--- src/rtl/board_irq_pkg.sv ---
package board_irq_pkg;
  localparam logic [7:0] OFF_LED    = 8'h00;
  localparam logic [7:0] OFF_BTN    = 8'h08;
  localparam logic [7:0] OFF_STATUS = 8'h10;
  localparam logic [7:0] OFF_CLEAR  = 8'h20;
  localparam logic [7:0] OFF_MASK   = 8'h38;
  localparam logic [7:0] OFF_SIG_A  = 8'h40;
  localparam logic [7:0] OFF_SIG_B  = 8'h48;
  localparam logic [7:0] OFF_VER    = 8'h50;
  localparam logic [7:0] OFF_SIG_C  = 8'h58;
  localparam logic [7:0] OFF_MODRST = 8'h60;
  localparam logic [7:0] OFF_ID     = 8'h68;

  localparam logic [15:0] SIG_A_WORD = 16'hAAAA;
  localparam logic [15:0] SIG_B_WORD = 16'h5555;
  localparam logic [15:0] SIG_C_WORD = 16'hCAFE;
endpackage

--- src/rtl/brd_src_sync.sv ---
module brd_src_sync #(
  parameter int W      = 5,
  parameter int STAGES = 2
) (
  input  logic         clk,
  input  logic         rst_n,
  input  logic [W-1:0] d_in,
  output logic [W-1:0] d_sync
);
  logic [W-1:0] stg_q [STAGES];

  always_ff @(posedge clk or negedge rst_n) begin
    if (!rst_n) stg_q[0] <= '0;
    else        stg_q[0] <= d_in;
  end

  for (genvar s = 1; s < STAGES; s++) begin : g_stage
    always_ff @(posedge clk or negedge rst_n) begin
      if (!rst_n) stg_q[s] <= '0;
      else        stg_q[s] <= stg_q[s-1];
    end
  end

  assign d_sync = stg_q[STAGES-1];
endmodule

--- src/rtl/brd_irq_core.sv ---
module brd_irq_core #(
  parameter int N = 5
) (
  input  logic         clk,
  input  logic         rst_n,
  input  logic [N-1:0] src_sync,
  input  logic [N-1:0] clr_vec,
  input  logic         mask_we,
  input  logic [N-1:0] mask_wdata,
  output logic [N-1:0] src_rise,
  output logic [N-1:0] status,
  output logic [N-1:0] mask,
  output logic         irq_n
);
  logic [N-1:0] prev_q;
  logic [N-1:0] status_d;
  logic [N-1:0] mask_d;

  assign src_rise = src_sync & ~prev_q;

  always_comb begin
    status_d = (status & ~clr_vec) | src_rise;
    mask_d   = mask_we ? mask_wdata : mask;
  end

  always_ff @(posedge clk or negedge rst_n) begin
    if (!rst_n) begin
      prev_q <= '0;
      status <= '0;
      mask   <= '1;
    end else begin
      prev_q <= src_sync;
      status <= status_d;
      mask   <= mask_d;
    end
  end

  assign irq_n = ~|(status & ~mask);
endmodule

--- src/rtl/brd_reg_decode.sv ---
module brd_reg_decode
  import board_irq_pkg::*;
#(
  parameter int          N        = 5,
  parameter int          DATA_W   = 16,
  parameter int          ADDR_W   = 8,
  parameter int          LED_W    = 8,
  parameter int          BTN_W    = 2,
  parameter int          MODRST_W = 8,
  parameter logic [15:0] CODE_VER = 16'h0103,
  parameter logic [15:0] BOARD_ID = 16'h0051
) (
  input  logic                sel,
  input  logic                we,
  input  logic [ADDR_W-1:0]   addr,
  input  logic [DATA_W-1:0]   wdata,
  input  logic [N-1:0]        status,
  input  logic [N-1:0]        mask,
  input  logic [LED_W-1:0]    led,
  input  logic [BTN_W-1:0]    btn,
  input  logic [MODRST_W-1:0] modrst,
  output logic [DATA_W-1:0]   rdata,
  output logic                mask_we,
  output logic                led_we,
  output logic                modrst_we,
  output logic [N-1:0]        clr_vec
);
  logic wr;
  assign wr = sel & we;

  always_comb begin
    mask_we   = wr && (addr == ADDR_W'(OFF_MASK));
    led_we    = wr && (addr == ADDR_W'(OFF_LED));
    modrst_we = wr && (addr == ADDR_W'(OFF_MODRST));
    clr_vec   = (wr && (addr == ADDR_W'(OFF_CLEAR))) ? wdata[N-1:0] : '0;
  end

  always_comb begin
    rdata = '0;
    if (sel) begin
      case (addr)
        ADDR_W'(OFF_LED):    rdata = DATA_W'(led);
        ADDR_W'(OFF_BTN):    rdata = DATA_W'(btn);
        ADDR_W'(OFF_STATUS): rdata = DATA_W'(status);
        ADDR_W'(OFF_MASK):   rdata = DATA_W'(mask);
        ADDR_W'(OFF_SIG_A):  rdata = DATA_W'(SIG_A_WORD);
        ADDR_W'(OFF_SIG_B):  rdata = DATA_W'(SIG_B_WORD);
        ADDR_W'(OFF_VER):    rdata = DATA_W'(CODE_VER);
        ADDR_W'(OFF_SIG_C):  rdata = DATA_W'(SIG_C_WORD);
        ADDR_W'(OFF_MODRST): rdata = DATA_W'(modrst);
        ADDR_W'(OFF_ID):     rdata = DATA_W'(BOARD_ID);
        default:             rdata = '0;
      endcase
    end
  end
endmodule

--- src/rtl/board_irq_regfile.sv ---
module board_irq_regfile #(
  parameter int          N          = 5,
  parameter int          DATA_W     = 16,
  parameter int          ADDR_W     = 8,
  parameter int          LED_W      = 8,
  parameter int          BTN_W      = 2,
  parameter int          MODRST_W   = 8,
  parameter int          SYNC_DEPTH = 2,
  parameter logic [15:0] CODE_VER   = 16'h0103,
  parameter logic [15:0] BOARD_ID   = 16'h0051
) (
  input  logic                clk,
  input  logic                rst_n,
  input  logic                host_sel,
  input  logic                host_we,
  input  logic [ADDR_W-1:0]   host_addr,
  input  logic [DATA_W-1:0]   host_wdata,
  output logic [DATA_W-1:0]   host_rdata,
  input  logic [N-1:0]        src_in,
  input  logic [BTN_W-1:0]    btn_in,
  output logic [LED_W-1:0]    led_out,
  output logic [MODRST_W-1:0] mod_rst_out,
  output logic                irq_n
);
  logic [1:0] rst_pipe_q;
  logic       rst_sync_n;

  always_ff @(posedge clk or negedge rst_n) begin
    if (!rst_n) rst_pipe_q <= 2'b00;
    else        rst_pipe_q <= {rst_pipe_q[0], 1'b1};
  end
  assign rst_sync_n = rst_pipe_q[1];

  logic [N-1:0]        src_sync, src_rise, status, mask, clr_vec;
  logic [BTN_W-1:0]    btn_sync;
  logic                mask_we, led_we, modrst_we;
  logic [LED_W-1:0]    led_q, led_d;
  logic [MODRST_W-1:0] modrst_q, modrst_d;

  brd_src_sync #(.W(N), .STAGES(SYNC_DEPTH)) u_src_sync (
    .clk(clk), .rst_n(rst_sync_n), .d_in(src_in), .d_sync(src_sync));

  brd_src_sync #(.W(BTN_W), .STAGES(SYNC_DEPTH)) u_btn_sync (
    .clk(clk), .rst_n(rst_sync_n), .d_in(btn_in), .d_sync(btn_sync));

  brd_irq_core #(.N(N)) u_core (
    .clk(clk), .rst_n(rst_sync_n), .src_sync(src_sync), .clr_vec(clr_vec),
    .mask_we(mask_we), .mask_wdata(host_wdata[N-1:0]), .src_rise(src_rise),
    .status(status), .mask(mask), .irq_n(irq_n));

  brd_reg_decode #(
    .N(N), .DATA_W(DATA_W), .ADDR_W(ADDR_W), .LED_W(LED_W), .BTN_W(BTN_W),
    .MODRST_W(MODRST_W), .CODE_VER(CODE_VER), .BOARD_ID(BOARD_ID)
  ) u_dec (
    .sel(host_sel), .we(host_we), .addr(host_addr), .wdata(host_wdata),
    .status(status), .mask(mask), .led(led_q), .btn(btn_sync),
    .modrst(modrst_q), .rdata(host_rdata), .mask_we(mask_we),
    .led_we(led_we), .modrst_we(modrst_we), .clr_vec(clr_vec));

  always_comb begin
    led_d    = led_we    ? host_wdata[LED_W-1:0]    : led_q;
    modrst_d = modrst_we ? host_wdata[MODRST_W-1:0] : modrst_q;
  end

  always_ff @(posedge clk or negedge rst_sync_n) begin
    if (!rst_sync_n) begin
      led_q    <= '0;
      modrst_q <= '0;
    end else begin
      led_q    <= led_d;
      modrst_q <= modrst_d;
    end
  end

  assign led_out     = led_q;
  assign mod_rst_out = modrst_q;
endmodule

--- config.mk ---
export PLATFORM = sky130hd
export DESIGN_NAME = board_irq_regfile
export DESIGN_NICKNAME = d
export VERILOG_FILES = /design/src/rtl/board_irq_pkg.sv /design/src/rtl/brd_src_sync.sv /design/src/rtl/brd_irq_core.sv /design/src/rtl/brd_reg_decode.sv /design/src/rtl/board_irq_regfile.sv
export SDC_FILE = /design/constraint.sdc
export NUM_CORES = 1
export LEC_CHECK = 0
export ABC_AREA = 1
export BUFFER_PORTS_ARGS = -buffer_cell sky130_fd_sc_hd__buf_2
export CORE_AREA = 4 4 76 78
export CTS_BUF_LIST = sky130_fd_sc_hd__clkbuf_16
export CTS_CLUSTER_DIAMETER = 60
export DETAILED_ROUTE_END_ITERATION = 16
export DIE_AREA = 0 0 80 82
export MAX_ROUTING_LAYER = met4
export PLACE_DENSITY = 0.73
export SYNTH_ARGS = -nofsm -noshare
export SYNTH_HDL_FRONTEND = slang
export SYNTH_HIERARCHICAL = 1
export SYNTH_SLANG_ARGS = --single-unit
--- constraint.sdc ---
create_clock -name clk -period 1.4 [get_ports clk]
set_input_delay 0.14 -clock clk [delete_from_list [all_inputs] [get_ports clk]]
set_output_delay 0.14 -clock clk [all_outputs]
set_load 0.005 [all_outputs]
==> results of run 1 <==
==> placed cells by master, fill, tap and decap left out <==
master,count
clkbuf_16,5
nor2_4,14
dlygate4sd3_1,8
clkinvlp_4,2
nand4_1,2
nand2_1,88
dfrtp_2,1
nor4_1,1
nor2_1,18
nand3_2,8
o22ai_1,5
a21oi_2,1
inv_1,29
nor2_2,5
inv_6,1
buf_2,59
conb_1,1
inv_2,5
buf_12,1
o21ai_1,5
buf_4,13
a31oi_1,2
nor2_8,1
nand3_1,10
nor3_1,4
a21oi_1,2
nand2_2,6
inv_4,1
nand2_4,2
dfrtp_1,41
o21ai_2,1
dfstp_2,5
==> power by group <==
part / switching, uW / total, uW / internal, uW
combinational: 150 / 251 / 101
clock: 507 / 1170 / 667
sequential: 25.2 / 1440 / 1410
==> flip-flops by register name, indices dropped and copies added, names as in the netlist <==
name and flops:
led_out 8, mod_rst_out 8, rst_pipe_q 2, u_btn_sync/d_sync 2, u_btn_sync/stg_q 2, u_core/mask 5, u_core/prev_q 5, u_core/status 5
u_src_sync/d_sync 5, u_src_sync/stg_q 5
==> timing repair <==
action | CTS | global route
setup buffers | 2 | 6
setup endpoints to repair | 5 | 13
resized for setup | 4 | 31
hold buffers | 8 | 0
endpoints found under the hold margin | 9 | 0
pin swaps | 4 | 18
==> worst paths after layout <==
path | end | depth (start not counted) | slack (ns) | from
setup reg to reg | u_core/mask[0] | 3 | 0.55 | u_core/mask[0]
max in group asynchronous | u_core/mask[4] | 1 | 0.89 | rst_pipe_q[1]
setup / recovery | irq_n | 5 | 0.009 | u_core/mask[1]
hold / removal | mod_rst_out[5] | 3 | 0.06 | host_wdata[5]
hold reg to reg | mod_rst_out[3] | 1 | 0.24 | rst_pipe_q[1]
min in group asynchronous | rst_pipe_q[0] | 2 | 0.17 | rst_n
==> stage by stage <==
stage | std cells | setup TNS (ns) | setup WS [ns] | instance area (um^2)
after floorplan | 272 | 0 | 0.00373 | 2240
after global placement | 393 | -0.000436 | -0.000436 | 2560
after detailed placement | 393 | 0 | 0.00483 | 2560
after CTS | 411 | -0.0708 | -0.0332 | 2820
after global routing | 417 | -0.429 | -0.0723 | 2980
final | 417 | 0 | 0.00874 | 2980
==> worst max-delay path, stage by stage (launching register included) <==
cell	delay (ns)
dfstp_2	0.54
inv_1	0.05
nand2_1	0.06
nand3_1	0.08
nor2_1	0.11
buf_2	0.13
==> area by class of cell <==
class                           instances  area (um^2)  share of cell area (%)
Inverter                               35          134                    4.49
Tap cell                               70         87.6                    2.94
Clock inverter                          3         23.8                   0.797
Sequential cell                        47         1180                    39.7
Multi-Input combinational cell        176          936                    31.4
Timing Repair Buffer                   81          493                    16.5
Clock buffer                            5          125                    4.19
==> metal layers <==
metal / up-vias / part of all wire [%]
met5: - / 0
met2: 59 / 50
met4: 0 / 1.9
met1: 900 / 42
li1: 975 / -
met3: 12 / 6.1
==> run_results.csv, run 1 <==
group,metric,value,unit
routing,drt_first_pass_iters,4,
routing,dr_total_vias,1946,
clock_network,clkLatencyLatePin,0.29,ns
clock_network,path_clk_slew,0.07,ns
die,rows,26,
timing,min_period,1.39,ns
die,die_w,80,um
timing,setup_viol,0,
final_layout,nNetsFinal,381,
timing,finClkSkew,0.00382,ns
routing,wl_per_cell,13.2,um
final_layout,layout-drive-gt1-share,37.8,%
yosys,syn_nets,307,
clock_network,cts_buffer_depth,2,
global_routing,grt_use_met3,3.62,%
routing,routed_via_density,4.67,
timing,max_freq,719,MHz
die,die_height,82,um
placed_design,gp_congestion,0.898,
clock_network,clock-root-buffer,"clkbuf_16",
pwr,power,2860,uW
run_status,status,"finished, final reports clean",
worst_setup_path,critPathKind,"reg2out",
placed_design,io_buffers,59,
global_routing,gr-total-overflow,0,
timing,finalCritPeriodShare,99.4,%
global_routing,grt_pass1_vias,1889,
min_path,hold_path.class,"in2reg",
routing,drt-total-wl,5.51,mm
yosys,synth_area,2240,um^2
worst_setup_path,arrival,1.25,ns
pwr,powerDensity,960,nW/um^2
worst_setup_path,start_kind,"register",
pwr,leakage,0.00167,uW
yosys,yosys_warnings,6,
timing,slew_violations,0,
yosys,syn_avg_cell_area,8.22,um^2
pwr,irDropWorstVdd,1200,uV
timing,rsz0062_at_grt,"true",
global_routing,grt_pass1_wl,8.72,mm
final_layout,antenna_cells,0,
global_routing,antenna_found_initial,0,
clock_network,clock_sinks,47,
die,ios,68,
placed_design,dpl.hpwl,3.85,mm
worst_setup_path,cp_max_fo,2,
final_layout,fin_util,58.8,%
die,core,5070,um^2
die,initial_core_util,44.1,%
global_routing,globalRouteMet2Util,30.1,%
final_layout,areaGrowthSynthToFinish,33.4,%
yosys,synthCells,272,
clock_network,cts_tree,"yes",
timing,finalHoldWorstSlack,0.0609,ns
global_routing,busiest_layer,"met2",
global_routing,use_met1,21.7,%
timing,hold_viol,0,
worst_setup_path,critical_path_required,1.26,ns
routing,drcViolationCount,0,
clock_network,cts_made_buffers,5,
global_routing,grt_max_degree,46,
die,dieArea,6560,um^2
routing,drt_iter0_drc,79,
clock_network,cts_max_level,2,
global_routing,track_usage,17.9,%
worst_setup_path,endpoint_kind,"primary output",
routing,ant_nets,0,
job,maxCapViolCount,0,
final_layout,num-fill-cells,465,
(Power assumes the default switching activity.)
==> run 2, diff against run 1 <==
- CORE_AREA: 4 4 76 78 -> 2 2 73 75
- DIE_AREA: 0 0 80 82 -> 0 0 75 77
- PLACE_DENSITY: 0.73 -> 0.74
- SYNTH_HIERARCHICAL: 1 -> not set
==> run_results.csv, run 2 <==
group,metric,value,unit
clock_network,cts_max_level,2,
yosys,yosysTopAreaCellShare,47.5,%
global_routing,track_usage,18.5,%
worst_setup_path,critical_path_required,1.26,ns
routing,dr_total_vias,1884,
clock_network,cts_buffer_depth,2,
global_routing,antenna_found_initial,0,
die,ios,68,
die,rows,26,
global_routing,grt_pass1_vias,1786,
timing,setup_viol,5,
worst_setup_path,reg2reg_depth,4,
routing,routed_via_density,4.72,
final_layout,areaGrowthSynthToFinish,35.7,%
timing,slew_violations,0,
clock_network,path_clk_slew,0.06,ns
clock_network,clock-root-buffer,"clkbuf_16",
global_routing,grt_max_degree,25,
routing,wl_per_cell,12.7,um
die,die_w,75,um
yosys,synth-seq-cells,47,
global_routing,grt_pass1_wl,7.96,mm
timing,rsz0062_at_grt,"true",
worst_setup_path,regToRegSetupSlack,0.36,ns
routing,drt_first_pass_iters,4,
clock_network,clock_sinks,47,
timing,finClkSkew,0.00388,ns
placed_design,gp_congestion,0.861,
placed_design,io_buffers,59,
timing,min_period,1.48,ns
worst_setup_path,start_kind,"register",
timing,finalCritPeriodShare,106,%
yosys,seq_area_frac_synth,53.4,%
routing,drcViolationCount,0,
pwr,irDropWorstVdd,898,uV
yosys,synth_top_area_cell,"dfrtp_1",
clock_network,clkLatencyLatePin,0.28,ns
worst_setup_path,crit_end,"host_rdata[1]",
yosys,syn_nets,278,
routing,ant_nets,0,
yosys,async_flop_share,100,%
worst_setup_path,arrival,1.34,ns
final_layout,fin_area,3000,um^2
run_status,status,"finished with violations",
final_layout,fin_util,60.4,%
final_layout,nNetsFinal,363,
yosys,yosys_warnings,0,
worst_setup_path,r2r-end,"u_core.mask[3]",
placed_design,post-place-ws,-0.0328,ns
die,die_height,77,um
routing,drt-total-wl,5.07,mm
routing,drt_iter0_drc,83,
yosys,synth_top_cells_by_count,"57 x nand2_1, 42 x dfrtp_1, 28 x inv_1, 19 x nor2_1, 19 x o21ai_0",
worst_setup_path,critPathKind,"reg2out",
worst_setup_path,r2r_start,"u_core.mask[3]",
timing,hold_viol,0,
yosys,synth_ff_type,"dfrtp_1",
die,core,4980,um^2
yosys,synth_cell_type_count,25,
yosys,ys_top_cells_by_area,"dfrtp_1 47%, nand2_1 9.7%, o21ai_2 6.3%, dfstp_2 5.9%, inv_1 4.7%",
clock_network,cts_made_buffers,5,
die,dieArea,5780,um^2
yosys,synth_edf_count,0,
final_layout,antenna_cells,0,
die,initial_core_util,44.5,%
pwr,powerDensity,1010,nW/um^2
min_path,hold_path.class,"in2reg",
run_status,violations,"negative setup slack",
timing,max_freq,674,MHz
placed_design,dpl_cell_area,2660,um^2
yosys,synth_most_common_cell,"nand2_1",
yosys,synth_area,2210,um^2
timing,finalHoldWorstSlack,0.0851,ns
job,maxCapViolCount,0,
timing,fin_ws,-0.0841,ns
placed_design,dpl.hpwl,3.70,mm
final_layout,final_common_cell,"buf_2",
final_layout,final_cell_mix,"58 x buf_2, 51 x nand2_1, 41 x dfrtp_1",
pwr,leakage,0.00157,uW
final_layout,layout-drive-gt1-share,45.6,%
clock_network,cts_tree,"yes",
worst_setup_path,cp_max_fo,3,
yosys,syn_avg_cell_area,9.11,um^2
worst_setup_path,endpoint_kind,"primary output",
yosys,synthCells,243,
global_routing,gr-total-overflow,0,
worst_setup_path,cp-startpoint,"u_core.mask[1]",
[run 2: routing by layer]
metal	up-vias	global-route usage [%]	part of all wire [%]
met2	67	28.6	50
met5	-	-	0
li1	936	-	-
met1	868	23.8	43
met3	13	3.55	5.4
met4	0	7.32	2.3
[run 2: area by class of cell]
class                           instances  area (um^2)
Tap cell                               70         87.6
Clock inverter                          3         42.5
Timing Repair Buffer                   83          518
Inverter                               32          123
Clock buffer                            5          125
Fill cell                             447         1970
Sequential cell                        47         1180
Multi-Input combinational cell        159          925
[run 2: cells by family after synthesis]
kind of cell	Yosys count	synth area share, %
AO/OA/AOI/OAI	42	12.7
buffers and inverters	37	7.46
flip-flops	47	53.4
other	1	0.169
AND/OR/NAND/NOR	116	26.3
[run 2: where the power goes]
part | total, uW | switching, uW | internal, uW
logic | 253 | 144 | 109
clock network | 1320 | 483 | 841
registers | 1450 | 32.2 | 1410
total | 3020 | 659 | 2360
[run 2: how the worst min path moves through the flow]
stage | to | cells past startpoint | start | slack (ns)
after floorplan | rst_pipe_q[0] | 0 | rst_n | -0.16
after global placement | rst_pipe_q[0] | 1 | rst_n | -0.07
after detailed placement | rst_pipe_q[0] | 1 | rst_n | -0.07
after CTS | u_core.mask[0] | 3 | host_wdata[0] | 0.09
after global routing | u_core.mask[3] | 3 | host_wdata[3] | 0.09
final | u_core.mask[0] | 3 | host_wdata[0] | 0.09
[run 2: metrics by stage]
step | total power, uW | instances | TNS, ns
floorplan | 1570 | 243 | 0
global placement | 1680 | 379 | -0.0315
detailed placement | 1680 | 379 | -0.0752
CTS | 3030 | 398 | -0.314
global route | 3130 | 399 | -0.839
finish | 3020 | 399 | -0.303
[run 2: critical path, cell delays in order (launching register included)]
cell     delay [ns]
dfstp_2        0.55
nand3_2        0.07
nand2_1        0.07
nor2_1         0.04
a21oi_1        0.17
buf_2          0.15
[run 2: repair_timing]
action	in CTS	in global routing
endpoints found under the hold margin	9	0
hold buffers	8	0
pin swaps	10	11
setup endpoints to repair	6	12
resized for setup	9	22
setup buffers	3	1
==> run 3, diff against run 2 <==
- MAX_ROUTING_LAYER: met4 -> not set
- SKIP_CTS_REPAIR_TIMING: not set -> 1
==> run_results.csv, run 3 (same netlist as run 2, synthesis figures left out) <==
group,metric,value,unit
clock_network,cts_max_level,2,
clock_network,clock_sinks,47,
timing,hold_viol,0,
routing,ant_nets,0,
clock_network,cts_tree,"yes",
global_routing,use_met1,23.5,%
placed_design,io_buffers,59,
worst_setup_path,arrival,1.35,ns
placed_design,post-place-ws,-0.0328,ns
placed_design,dpl.hpwl,3.70,mm
final_layout,antenna_cells,0,
die,core,4980,um^2
clock_network,clkLatencyLatePin,0.28,ns
final_layout,final_common_cell,"buf_2",
clock_network,cts_made_buffers,5,
timing,rsz0062_at_grt,"true",
die,dieArea,5780,um^2
pwr,powerDensity,1020,nW/um^2
die,ios,68,
clock_network,clock-root-buffer,"clkbuf_16",
worst_setup_path,critical_path_required,1.26,ns
pwr,p_comb_share,8.0,%
timing,min_period,1.49,ns
global_routing,grt_pass1_vias,1741,
worst_setup_path,endpoint_kind,"primary output",
routing,wl_per_cell,12.3,um
die,die_w,75,um
worst_setup_path,start_kind,"register",
global_routing,gr-total-overflow,0,
timing,slew_violations,0,
pwr,switching_share,21.6,%
global_routing,busiest_layer,"met2",
worst_setup_path,reg2reg_depth,2,
pwr,leakage,0.00155,uW
global_routing,grt_use_met3,3.15,%
die,die_height,77,um
timing,finalCritPeriodShare,106,%
pwr,pwr-share-seq,48.1,%
worst_setup_path,cp_max_fo,2,
placed_design,dpl_cell_area,2660,um^2
pwr,irDropWorstVdd,913,uV
final_layout,nNetsFinal,362,
global_routing,track_usage,17.6,%
timing,finClkSkew,0.00460,ns
routing,drt-total-wl,4.88,mm
timing,setup_viol,5,
clock_network,path_clk_slew,0.06,ns
die,initial_core_util,44.5,%
timing,max_freq,672,MHz
placed_design,gp_congestion,0.848,
global_routing,antenna_found_initial,0,
min_path,min-delay-start,"host_wdata[0]",
run_status,status,"finished with violations",
min_path,hold_path.class,"in2reg",
final_layout,final_cell_mix,"59 x buf_2, 56 x nand2_1, 41 x dfrtp_1",
clock_network,cts_buffer_depth,2,
routing,dr_total_vias,1857,
pwr,clock_power_share,44.0,%
global_routing,globalRouteMet2Util,27.9,%
final_layout,layout-drive-gt1-share,41.2,%
pwr,switching_power,650,uW
run_status,violations,"negative setup slack",
routing,drt_iter0_drc,59,
final_layout,areaGrowthSynthToFinish,33.4,%
pwr,internal_power,2360,uW
routing,routed_via_density,4.67,
timing,finalHoldWorstSlack,0.0881,ns
die,rows,26,
job,maxCapViolCount,0,
global_routing,grt_max_degree,25,
global_routing,grt_pass1_wl,7.77,mm
min_path,hold_depth,3,
final_layout,fin_area,2950,um^2
routing,drcViolationCount,0,
worst_setup_path,critPathKind,"reg2out",
routing,drt_first_pass_iters,4,
worst_setup_path,cp-startpoint,"u_core.mask[0]",
worst_setup_path,r2r_start,"u_core.mask[2]",
timing,fin_ws,-0.0880,ns
-- run 3: changes by cell type in the layout (fill, tap and decap cells not counted), sizes merged --
| cell | before | now |
|---|---|---|
| buf | 75 | 73 |
| nor2 | 29 | 30 |
-- run 3: through the flow --
stage / TNS (ns) / utilization, % / total power (uW) / instances
2_1_floorplan: 0 / - / 1570 / 243
3_3_place_gp: -0.0315 / 53.3 / 1680 / 379
3_5_place_dp: -0.0752 / 53.3 / 1680 / 379
4_1_cts: -0.529 / 56.7 / 3010 / 387
5_1_grt: -1.07 / 59.3 / 3120 / 398
6_report: -0.308 / 59.3 / 3010 / 398
-- run 3: final cells by class --
| class | count | area, um^2 |
|---|---|---|
| Inverter | 32 | 120 |
| Clock buffer | 5 | 125 |
| Tap cell | 70 | 87.6 |
| Multi-Input combinational cell | 160 | 901 |
| Sequential cell | 47 | 1180 |
| Fill cell | 448 | 2020 |
| Timing Repair Buffer | 81 | 493 |
| Clock inverter | 3 | 42.5 |
-- run 3: power groups by stage --
stage / Sequential [uW] / Clock, uW / Combinational, uW
finish: 1450 / 1320 / 240
global route: 1450 / 1400 / 266
CTS: 1450 / 1350 / 213
detailed placement: 1470 / 0 / 212
global placement: 1470 / 0 / 209
floorplan: 1480 / 0 / 96.9
-- run 3: path summary, 6_finish.rpt --
check	end	slack, ns
min in group asynchronous	rst_pipe_q[0]	0.15
setup / recovery	irq_n	-0.09
hold / removal	u_core.mask[0]	0.09
max in group asynchronous	u_core.mask[0]	0.72
setup reg to reg	u_core.mask[2]	0.54
hold reg to reg	u_src_sync.stg_q[7]	0.17
-- run 3: metal layers --
layer,vias up,share of wire (%)
met5,-,0
met2,60,48
met4,0,2.4
li1,934,-
met3,13,5.2
met1,850,44
-- run 3: worst max-delay path: stages (launching register included) --
cell	delay, ns
dfstp_2	0.53
inv_1	0.04
nand2_1	0.06
o21ai_1	0.09
a211oi_2	0.21
buf_2	0.14
